`config.mk`:
```
export PLATFORM = sky130hd
export DESIGN_NAME = rel_branch_unit
export DESIGN_NICKNAME = d
export VERILOG_FILES = /design/src/rtl/rbu_pkg.sv /design/src/rtl/rbu_cond_eval.sv /design/src/rtl/rbu_offset_ext.sv /design/src/rtl/rbu_pc_adder.sv /design/src/rtl/rbu_pc_reg.sv /design/src/rtl/rel_branch_unit.sv
export SDC_FILE = /design/constraint.sdc
export NUM_CORES = 1
export LEC_CHECK = 0
export BUFFER_PORTS_ARGS = -buffer_cell sky130_fd_sc_hd__buf_2
export CAP_MARGIN = 20
export CORE_ASPECT_RATIO = 1.25
export CORE_MARGIN = 1
export CORE_UTILIZATION = 54
export DETAILED_ROUTE_END_ITERATION = 10
export MAX_ROUTING_LAYER = met4
export PLACE_DENSITY_LB_ADDON = 0.3
export SYNTH_ARGS = -nofsm -noshare
export SYNTH_HDL_FRONTEND = slang
export SYNTH_SLANG_ARGS = --single-unit
```
`constraint.sdc`:
```
create_clock -name clk -period 11.3 [get_ports clk]
set_input_delay 2.26 -clock clk [delete_from_list [all_inputs] [get_ports clk]]
set_output_delay 2.26 -clock clk [all_outputs]
set_load 0.1 [all_outputs]
```
`src/rtl/rbu_pkg.sv`:
```
package rbu_pkg;
   localparam int KIND_W = 4;

   typedef enum logic [KIND_W-1:0] {
      BK_NONE   = 4'd0,
      BK_EQ     = 4'd1,
      BK_NE     = 4'd2,
      BK_CS     = 4'd3,
      BK_CC     = 4'd4,
      BK_MI     = 4'd5,
      BK_PL     = 4'd6,
      BK_VS     = 4'd7,
      BK_VC     = 4'd8,
      BK_ALWAYS = 4'd9
   } br_kind_e;

   typedef struct packed {
      logic n;
      logic z;
      logic v;
      logic c;
   } flags_t;
endpackage

```
`src/rtl/rbu_cond_eval.sv`:
```
module rbu_cond_eval
   import rbu_pkg::*;
(
   input  logic [KIND_W-1:0] kind_raw,
   input  flags_t            flags,
   output logic              is_uncond,
   output logic              taken
);
   br_kind_e kind;

   always_comb begin
      kind      = br_kind_e'(kind_raw);
      is_uncond = 1'b0;
      taken     = 1'b0;
      case (kind)
         BK_EQ:     taken = flags.z;
         BK_NE:     taken = ~flags.z;
         BK_CS:     taken = flags.c;
         BK_CC:     taken = ~flags.c;
         BK_MI:     taken = flags.n;
         BK_PL:     taken = ~flags.n;
         BK_VS:     taken = flags.v;
         BK_VC:     taken = ~flags.v;
         BK_ALWAYS: begin
            taken     = 1'b1;
            is_uncond = 1'b1;
         end
         default:   taken = 1'b0;
      endcase
   end
endmodule

```
`src/rtl/rbu_offset_ext.sv`:
```
module rbu_offset_ext #(
   parameter int COND_W   = 9,
   parameter int UNCOND_W = 10,
   parameter int SHIFT    = 1,
   parameter int OUT_W    = 16
) (
   input  logic [UNCOND_W-1:0] field,
   input  logic                use_wide,
   output logic [OUT_W-1:0]    disp
);
   localparam int NUM_VAR = 2;

   logic [OUT_W-1:0] scaled [NUM_VAR];

   for (genvar g = 0; g < NUM_VAR; g++) begin : g_ext
      localparam int W = (g == 0) ? COND_W : UNCOND_W;
      logic [OUT_W-1:0] sx;
      assign sx        = {{(OUT_W-W){field[W-1]}}, field[W-1:0]};
      assign scaled[g] = sx << SHIFT;
   end

   assign disp = use_wide ? scaled[1] : scaled[0];
endmodule

```
`src/rtl/rbu_pc_adder.sv`:
```
module rbu_pc_adder #(
   parameter int PC_W            = 16,
   parameter int SHIFT           = 1,
   parameter bit PARALLEL_TARGET = 1'b1
) (
   input  logic [PC_W-1:0] pc,
   input  logic [PC_W-1:0] disp,
   input  logic            taken,
   output logic [PC_W-1:0] next_pc
);
   localparam logic [PC_W-1:0] STEP = PC_W'(1) << SHIFT;

   logic [PC_W-1:0] seq_pc;
   logic [PC_W-1:0] tgt_pc;

   assign seq_pc = pc + STEP;

   if (PARALLEL_TARGET) begin : g_par
      logic [PC_W-1:0] disp_plus_step;
      assign disp_plus_step = disp + STEP;
      assign tgt_pc         = pc + disp_plus_step;
   end else begin : g_ser
      assign tgt_pc = seq_pc + disp;
   end

   assign next_pc = taken ? tgt_pc : seq_pc;
endmodule

```
`src/rtl/rbu_pc_reg.sv`:
```
module rbu_pc_reg #(
   parameter int              PC_W     = 16,
   parameter logic [PC_W-1:0] RESET_PC = '0
) (
   input  logic            clk,
   input  logic            rst_n,
   input  logic            load,
   input  logic [PC_W-1:0] d,
   output logic [PC_W-1:0] q
);
   always_ff @(posedge clk or negedge rst_n) begin
      if (!rst_n)    q <= RESET_PC;
      else if (load) q <= d;
   end
endmodule

```
`src/rtl/rel_branch_unit.sv`:
```
module rel_branch_unit
   import rbu_pkg::*;
#(
   parameter int              PC_W            = 16,
   parameter int              COND_OFF_W      = 9,
   parameter int              UNCOND_OFF_W    = 10,
   parameter int              INSN_LOG2       = 1,
   parameter logic [PC_W-1:0] RESET_PC        = '0,
   parameter bit              PARALLEL_TARGET = 1'b1
) (
   input  logic                    clk,
   input  logic                    rst_n,
   input  logic                    advance_en,
   input  logic [KIND_W-1:0]       br_kind,
   input  logic [UNCOND_OFF_W-1:0] offset_field,
   input  logic                    flag_n,
   input  logic                    flag_z,
   input  logic                    flag_v,
   input  logic                    flag_c,
   output logic [PC_W-1:0]         pc_q,
   output logic                    br_taken,
   output logic [PC_W-1:0]         next_pc
);
   localparam int DISP_MAX_W = UNCOND_OFF_W + INSN_LOG2;

   if (COND_OFF_W < 1 || COND_OFF_W >= UNCOND_OFF_W) begin : g_bad_cond
      $error("conditional offset must be narrower than the unconditional offset");
   end
   if (INSN_LOG2 < 1) begin : g_bad_step
      $error("instruction size must be at least two bytes");
   end
   if (DISP_MAX_W > PC_W) begin : g_bad_pc
      $error("scaled displacement does not fit the PC width");
   end
   if ((RESET_PC % (1 << INSN_LOG2)) != 0) begin : g_bad_rst
      $error("reset address must be instruction aligned");
   end

   flags_t          flags;
   logic            is_uncond;
   logic [PC_W-1:0] disp;

   assign flags = '{n: flag_n, z: flag_z, v: flag_v, c: flag_c};

   rbu_cond_eval u_cond (
      .kind_raw  (br_kind),
      .flags     (flags),
      .is_uncond (is_uncond),
      .taken     (br_taken)
   );

   rbu_offset_ext #(
      .COND_W   (COND_OFF_W),
      .UNCOND_W (UNCOND_OFF_W),
      .SHIFT    (INSN_LOG2),
      .OUT_W    (PC_W)
   ) u_ext (
      .field    (offset_field),
      .use_wide (is_uncond),
      .disp     (disp)
   );

   rbu_pc_adder #(
      .PC_W            (PC_W),
      .SHIFT           (INSN_LOG2),
      .PARALLEL_TARGET (PARALLEL_TARGET)
   ) u_add (
      .pc      (pc_q),
      .disp    (disp),
      .taken   (br_taken),
      .next_pc (next_pc)
   );

   rbu_pc_reg #(
      .PC_W     (PC_W),
      .RESET_PC (RESET_PC)
   ) u_pc (
      .clk   (clk),
      .rst_n (rst_n),
      .load  (advance_en),
      .d     (next_pc),
      .q     (pc_q)
   );
endmodule

```
==> results_dict.tcl, run 1 <==
set metrics [dict create \
    path_cells "buf_2 -> nor4bb_1 -> mux2_2 -> ha_1 -> ha_1 -> a21oi_1 -> nor2b_1 -> or4_1 -> o22a_1 -> xnor2_1 -> o21ai_1 -> buf_2" \
    gp_congestion 0.8684 \
    finalCritPeriodShare_pct 70.77 \
    antenna_found_initial 0 \
    num-nets-final 331 \
    drt.antenna.violating_nets 0 \
    end_kind "output port" \
    syn_inst 232 \
    regMostFlops "u_pc.q" \
    ys_ff_latch 15 \
    core_mm2 0.003513 \
    reg_top3 "u_pc.q: 15 flops" \
    cts_made_buffers 3 \
    ios 54 \
    layout-drive-gt1-share_pct 25.36 \
    largest_reg_flops 15 \
    status "complete, no violations" \
    reg2reg_from "u_pc.q[2]" \
    ys_types 52 \
    final_hold_viol_count 0 \
    grt_overflow 0 \
    startpoint "br_kind[0]" \
    portBuffers 51 \
    num_antenna_cells 0 \
    layout_common_cells "buf_2 (51), ha_1 (28), nand2_1 (16)" \
    ctsHoldBuffers 0 \
    crit_slowest_cell "or4_1" \
    fin_util_pct 65.56 \
    async_reset_ff_share_pct 100.0 \
    timing.final.crit_period_ns 7.997 \
    dieWidth_um 56.32 \
    die_h_um 69.91 \
    fillers 335 \
    cp_top_family "simple AND/OR/NAND/NOR gates" \
    yosysSeqAreaShare_pct 18.84 \
    placed_area_mm2 0.002258 \
    syn_area_mm2 0.001992 \
    avgViaCountPerCell 5.878 \
    synth-edff-count 0 \
    yosys_warnings 0 \
    area_growth_pct 15.64 \
    worstMarginPinSlew_ns 0.5955 \
    slew_violations 0 \
    stdcell_area_mm2 0.002303 \
    cts_setup_buffers 0 \
    cts_resized 0 \
    cap_violations 0 \
    drt_pre_antenna_iters 4 \
    crit_type "input pin to output port" \
    setup_viol_count_final 0 \
    fin_ws_ns 3.303 \
    timing.fmax_mhz 125.0 \
    drt_iter0_markers 70 \
    topRoutingLayerUsed "met4" \
    numClockSinks 15 \
    rsz0062_at_grt "no" \
    via_count 1875 \
    crit_path_start_kind "input pin" \
    synthFlopType "dfrtp_1" \
    grt_use_total_pct 25.86 \
    place_ws_ns 3.314 \
    maxSlewHeadroom_pct 59.97 \
    setup-tns-final_ns 0 \
    met1_length_um 2162 \
    finalClockSkew_ns 0.002445 \
    hp-class "register to register" \
    die_area_mm2 0.003937 \
    clockBufferDepth 2 \
    cts_htree_levels 1 \
    cts_tree "done" \
    start_util_pct 56.70 \
    path_buf_inv 2 \
    hpwlAfterDp_um 3684 \
    cts.clk_slew.worst_paths_ns 0.07 \
    grt_first_pass_wirelength_um 7900 \
    grt_pass1_vias 1757 \
    detail_route.wl_per_cell_um 14.82 \
    required_ns 9.04 \
    wl_met3_um 151 \
    critPathArrivalTime_ns 5.74 \
    min_from "u_pc.q[6]" \
    layout_commonest_cell "buf_2" \
    postSynthAreaPerCell_um2 8.586 \
    dr_wl_met2_um 2365 \
    wl_um 4728 \
    clockRootBuffer "clkbuf_8" \
    clock_latency_ns 0.25 \
    drc_errors 0 \
    path_max_fanout 7 \
    grt_max_degree 27 \
    rows 24 \
    max_stage_delay_ns 0.48 \
]
[cell type report]
type / instances / area (um^2) / area share (%)
multi-input cells: 197 / 1528 / 66.32
repair buffers: 51 / 255.2 / 11.08
flip-flops and latches: 15 / 375.4 / 16.30
inverters: 13 / 51.30 / 2.227
well taps: 39 / 48.80 / 2.118
clock buffers: 4 / 45.04 / 1.955
[synthesized netlist by cell type (all sizes together) (3+ instances only)]
| master | count | share of area [%] |
|---|---|---|
| xnor2 | 12 | 5.3 |
| nand2 | 16 | 3.0 |
| xor2 | 12 | 5.3 |
| nand4 | 3 | 0.94 |
| nor4 | 4 | 1.6 |
| buf | 3 | 1.1 |
| o221ai | 5 | 2.2 |
| and3 | 4 | 1.3 |
| dfrtp | 15 | 19 |
| ha | 28 | 18 |
| o21a | 3 | 1.1 |
| nand2b | 4 | 1.3 |
| nand3 | 13 | 3.3 |
| nor2 | 12 | 3.2 |
| a31oi | 5 | 1.6 |
| inv | 13 | 2.6 |
| a21oi | 15 | 3.8 |
| o21ai | 13 | 3.3 |
| nor3 | 3 | 0.75 |
| mux2 | 10 | 6.0 |
| clkbuf | 5 | 0.94 |
| nor2b | 5 | 1.6 |
[worst register-to-register path: cells and delay by family (launching register included)]
family	cells	cell delay [ns]
flip-flops	1	0.44
XOR/XNOR	1	0.23
AO/OA/AOI/OAI	5	1.29
adder cells (fa/ha/maj)	3	0.98
[worst paths after layout]
check                                    to  slack [ns]  cells past startpoint
min in group asynchronous        u_pc.q[15]        1.92                      1
worst min-delay path              u_pc.q[6]        0.65                      1
worst max register to register   u_pc.q[14]        8.21                      9
worst max-delay path            next_pc[15]        3.30                     12
max in group asynchronous         u_pc.q[5]        9.10                      1
worst min register to register    u_pc.q[6]        0.65                      1
[layer usage]
metal | track usage [%] | vias to the layer above
met2 | 44.44 | 47
li1 | - | 960
met3 | 2.778 | 4
met4 | 8.401 | 0
met1 | 31.54 | 864
met5 | - | -
[metrics by stage]
| stage | instances | hold WS, ns |
|---|---|---|
| 6_report | 319 | 0.6493 |
| 5_1_grt | 319 | 0.6648 |
| 4_1_cts | 319 | 0.6490 |
| 3_5_place_dp | 315 | 0.6352 |
| 3_3_place_gp | 315 | 0.6149 |
| 2_1_floorplan | 233 | 1.060 |
[cell families after synthesis]
group / Yosys count / synth area share (%)
AOI/OAI and AO/OA: 57 / 19.66
buffers and inverters: 21 / 4.648
adders and majority gates: 29 / 18.59
other: 1 / 0.1883
xor gates and xnor gates: 24 / 10.55
DFF: 15 / 18.84
and+or+nand+nor: 73 / 20.48
muxes: 12 / 7.035
Power of run 1 is left out: the tool's default activity adds up to more than one toggle a clock period on the data nets, which glitch-free logic cannot reach.
==> inputs of run 2 (changes only) <==
--- a/config.mk
+++ b/config.mk
@@ -5,6 +5,7 @@
 export SDC_FILE = /design/constraint.sdc
 export NUM_CORES = 1
 export LEC_CHECK = 0
+export ABC_AREA = 1
 export BUFFER_PORTS_ARGS = -buffer_cell sky130_fd_sc_hd__buf_2
 export CAP_MARGIN = 20
 export CORE_ASPECT_RATIO = 1.25
==> constraint.sdc (replaced) <==
create_clock -name clk -period 7.45 [get_ports clk]
set_input_delay 1.49 -clock clk [delete_from_list [all_inputs] [get_ports clk]]
set_output_delay 1.49 -clock clk [all_outputs]
set_load 0.1 [all_outputs]
==> results_dict.tcl, run 2 <==
set metrics [dict create \
    grt_overflow 0 \
    yosysSeqAreaShare_pct 16.61 \
    detail_route.wl_per_cell_um 11.92 \
    cap_violations 0 \
    holdPathEnd "u_pc.q[13]" \
    cts.clk_slew.worst_paths_ns 0.06 \
    timing.final.crit_period_ns 5.504 \
    wl_um 5378 \
    setup-tns-final_ns 0 \
    path_max_fanout 5 \
    grt_use_total_pct 27.70 \
    start_util_pct 58.26 \
    status "complete, no violations" \
    finalClockSkew_ns 0.002012 \
    layout.area.seq_um2 375.4 \
    placed_area_mm2 0.002515 \
    via_count 2269 \
    syn_inst 348 \
    dieWidth_um 59.86 \
    critPathArrivalTime_ns 4.01 \
    drc_errors 0 \
    drt_iter0_markers 72 \
    cts_made_buffers 3 \
    synthFlopType "dfrtp_1" \
    area_growth_pct 13.29 \
    num_antenna_cells 0 \
    clock_latency_ns 0.25 \
    largest_reg_flops 15 \
    grt_first_pass_wirelength_um 9163 \
    setup_viol_count_final 0 \
    synth_most_common_cell "nand2_1" \
    ys_top_cells_by_area "nand2_1 (21%), dfrtp_1 (17%), ha_1 (16%)" \
    num-nets-final 448 \
    grt_max_degree 23 \
    antenna_found_initial 0 \
    core_mm2 0.003879 \
    syn_area_mm2 0.002260 \
    stdcell_area_mm2 0.002560 \
    hold-path-cell-count 2 \
    portBuffers 51 \
    ios 54 \
    multiInputGateArea_mm2 0.001633 \
    crit_type "input pin to output port" \
    ctsHoldBuffers 0 \
    r2r_setup_slack_ns 5.01 \
    required_ns 5.96 \
    crit_path_start_kind "input pin" \
    synth-edff-count 0 \
    async_reset_ff_share_pct 100.0 \
    drt.antenna.violating_nets 0 \
    grt_pass1_vias 2061 \
    final_hold_viol_count 0 \
    cts_tree "done" \
    synth_top_area_share_pct 20.76 \
    yosys_warnings 0 \
    hpwlAfterDp_um 4386 \
    layout-drive-gt1-share_pct 22.92 \
    numClockSinks 15 \
    fillers 378 \
    end_kind "output port" \
    ys_types 28 \
    finalCritPeriodShare_pct 73.87 \
    synth_largest_area_cell "nand2_1" \
    timing.fmax_mhz 181.7 \
    r2r_cells 14 \
    rsz0062_at_grt "no" \
    avgViaCountPerCell 5.031 \
    synth_common_cells "nand2_1 (125), inv_1 (47), ha_1 (28)" \
    layout_commonest_cell "nand2_1" \
    hp-class "register to register" \
    layout_common_cells "nand2_1 (125), buf_2 (51), inv_1 (47)" \
    slew_violations 0 \
    r2r-end "u_pc.q[10]" \
    gp_congestion 0.9078 \
    min_from "u_pc.q[13]" \
    drt_pre_antenna_iters 4 \
    clockRootBuffer "clkbuf_8" \
    die_h_um 74.33 \
    cts_htree_levels 1 \
    rows 25 \
    clockBufferDepth 2 \
    ys_ff_latch 15 \
    reg_top3 "u_pc.q: 15 flops" \
    reg2reg_from "u_pc.q[1]" \
    regMostFlops "u_pc.q" \
    cts_resized 0 \
    cts_setup_buffers 0 \
    die_area_mm2 0.004449 \
    postSynthAreaPerCell_um2 6.493 \
]
run 2: changes by cell type after synthesis, sizes merged, moves of 5 or more:
cell and delta:
nor2b -5, o21ai -5, nand2 +126, a21oi -6, a31oi -5, nor2 +6
inv +36, nand3 +19, mux2 -10, o221ai -5
run 2: how the worst max path moves through the flow:
stage                  endpoint  slack [ns]  cells after the start  startpoint
floorplan           next_pc[15]        2.39                     14  br_kind[3]
global placement    next_pc[15]        2.04                     17  br_kind[2]
detailed placement  next_pc[12]        1.96                     14  br_kind[2]
CTS                 next_pc[12]        1.97                     14  br_kind[2]
global route        next_pc[12]        1.71                     15  br_kind[3]
finish              next_pc[12]        1.95                     14  br_kind[2]
run 2: worst max-delay path, stage by stage:
cell and delay (ns):
buf_2 0.11, nor2_1 0.23, nand2_1 0.11, nand2_1 0.09, nand2_1 0.13, ha_1 0.31, ha_1 0.35, nand2_1 0.13
nor2_1 0.17, nand3_1 0.13, nand4_1 0.14, nand3_2 0.10, nand2_2 0.10, buf_2 0.43
run 2: final cells by class:
class,count,area share [%]
multi-input cells,278,63.78
flip-flops and latches,15,14.66
repair buffers,51,9.971
inverters,49,7.185
well taps,54,2.639
clock buffers,4,1.760
run 2: kinds of logic (layout without fill, tap and decap cells):
family / Yosys count / in the layout / synth area share [%]
xor+xnor: 21 / 21 / 8.140
fa+ha+maj: 29 / 29 / 16.39
compound gates: 20 / 20 / 6.091
flops: 15 / 15 / 16.61
buf+inv: 56 / 104 / 11.30
simple gates: 206 / 206 / 41.31
other cells: 1 / 2 / 0.1660
run 2: metrics by stage:
| step | worst slack [ns] | utilization, % | std cells | hold WS (ns) |
|---|---|---|---|---|
| global route | 1.714 | 66.00 | 451 | 0.5925 |
| floorplan | 2.387 | - | 349 | 1.007 |
| global placement | 2.042 | 64.84 | 447 | 0.5443 |
| CTS | 1.966 | 66.00 | 451 | 0.5626 |
| finish | 1.946 | 66.00 | 451 | 0.5656 |
| detailed placement | 1.960 | 64.84 | 447 | 0.5487 |
run 2: per-layer routing:
| layer | wire length (um) | global-route usage [%] | up-vias |
|---|---|---|---|
| met5 | 0 | - | - |
| met3 | 234 | 4.000 | 7 |
| met1 | 2376 | 33.55 | 1006 |
| met4 | 41 | 4.651 | 0 |
| li1 | - | - | 1192 |
| met2 | 2725 | 48.77 | 64 |
Power of run 2 is left out for the same reason.
==> inputs of run 3 (changes only) <==
==> constraint.sdc (replaced) <==
create_clock -name clk -period 5.8 [get_ports clk]
set_input_delay 1.16 -clock clk [delete_from_list [all_inputs] [get_ports clk]]
set_output_delay 1.16 -clock clk [all_outputs]
set_load 0.1 [all_outputs]
==> results_dict.tcl, run 3 (same netlist as run 2, synthesis figures left out) <==
set metrics [dict create \
    cts_resized 0 \
    crit_path_start_kind "input pin" \
    crit_top_cell "nand2_1" \
    start_util_pct 58.26 \
    layout-drive-gt1-share_pct 22.92 \
    dieWidth_um 59.86 \
    drt_pre_antenna_iters 5 \
    drt_iter0_markers 101 \
    hpwlAfterDp_um 4396 \
    hp-class "register to register" \
    max_stage_delay_ns 0.42 \
    cts_made_buffers 3 \
    antenna_found_initial 0 \
    final_hold_viol_count 0 \
    setup_viol_count_final 0 \
    cts_setup_buffers 0 \
    numClockSinks 15 \
    area_growth_pct 13.29 \
    clockRootBuffer "clkbuf_8" \
    clockBufferDepth 2 \
    rows 25 \
    wl_um 5405 \
    status "complete, no violations" \
    avgViaCountPerCell 5.058 \
    portBuffers 51 \
    ctsHoldBuffers 0 \
    layout_commonest_cell "nand2_1" \
    die_area_mm2 0.004449 \
    ios 54 \
    path_cells "buf_2 -> nor2_1 -> nand2_1 -> nand2_1 -> nand2_1 -> ha_1 -> ha_1 -> nand2_1 -> inv_1 -> nand2_1 -> nand2_1 -> a21oi_1 -> nand2_1 -> nand2_1 -> nand3_2 -> nand2_2 -> buf_2" \
    crit_type "input pin to output port" \
    grt_first_pass_wirelength_um 9025 \
    drc_errors 0 \
    die_h_um 74.33 \
    fin_util_pct 66.00 \
    cts_htree_levels 1 \
    end_kind "output port" \
    grt_use_total_pct 27.39 \
    crit_slowest_cell "buf_2" \
    required_ns 4.64 \
    cts_tree "done" \
    grt_overflow 0 \
    gp_congestion 0.9078 \
    critPathArrivalTime_ns 3.67 \
    rsz0062_at_grt "no" \
    drt.antenna.violating_nets 0 \
    grt_pass1_vias 2040 \
    timing.final.crit_period_ns 4.832 \
    setup-tns-final_ns 0 \
    regMostFlops "u_pc.q" \
    path_max_fanout 5 \
    whs_ns 0.5706 \
    grt_max_degree 23 \
    timing.fmax_mhz 207.0 \
    via_count 2281 \
    num_antenna_cells 0 \
    detail_route.wl_per_cell_um 11.98 \
    slew_violations 0 \
    largest_reg_flops 15 \
    layout_common_cells "nand2_1 (125), buf_2 (51), inv_1 (47)" \
    cts.clk_slew.worst_paths_ns 0.06 \
    finalCritPeriodShare_pct 83.31 \
    core_mm2 0.003879 \
    clock_latency_ns 0.25 \
    reg_top3 "u_pc.q: 15 flops" \
    finalClockSkew_ns 0.001211 \
    num-nets-final 448 \
    cap_violations 0 \
]
[run 3: cell counts in the layout (fill, tap and decap cells not counted)]
Identical to the previous run, type by type.
[run 3: final cells by class]
| cell class | instances | area [um^2] |
|---|---|---|
| multi-input combinational | 278 | 1633 |
| fill | 375 | 1319 |
| sequential | 15 | 375.4 |
| timing repair buffer | 51 | 255.2 |
| inverter | 49 | 183.9 |
| tap | 54 | 67.56 |
| clock buffer | 4 | 45.04 |
[run 3: worst paths after layout]
check / start / endpoint / slack, ns / cells after the start
max in group asynchronous: rst_n / u_pc.q[11] / 4.74 / 1
max reg2reg: u_pc.q[1] / u_pc.q[10] / 3.34 / 14
min reg2reg: u_pc.q[13] / u_pc.q[13] / 0.57 / 2
max: br_kind[2] / next_pc[15] / 0.97 / 17
min: u_pc.q[13] / u_pc.q[13] / 0.57 / 2
min in group asynchronous: rst_n / u_pc.q[1] / 0.81 / 1
[run 3: critical path, delay by kind of cell]
| kind | cells | cell delay, ns |
|---|---|---|
| compound gates | 1 | 0.17 |
| fa+ha+maj | 2 | 0.66 |
| buf+inv | 3 | 0.58 |
| simple gates | 11 | 1.09 |
[run 3: through the flow]
stage | setup slack (ns) | instance area, um^2 | std cells
after floorplan | 1.397 | 2263 | 349
after global placement | 1.052 | 2515 | 447
after detailed placement | 0.9676 | 2515 | 447
after CTS | 0.9673 | 2560 | 451
after global routing | 0.7141 | 2560 | 451
final | 0.9679 | 2560 | 451
[run 3: per-layer routing]
layer | GRT usage, % | part of all wire (%)
met5 | - | 0
met4 | 3.876 | 1.1
met3 | 4.348 | 5.4
met2 | 49.26 | 51
met1 | 32.34 | 43
Power of run 3 is left out for the same reason.
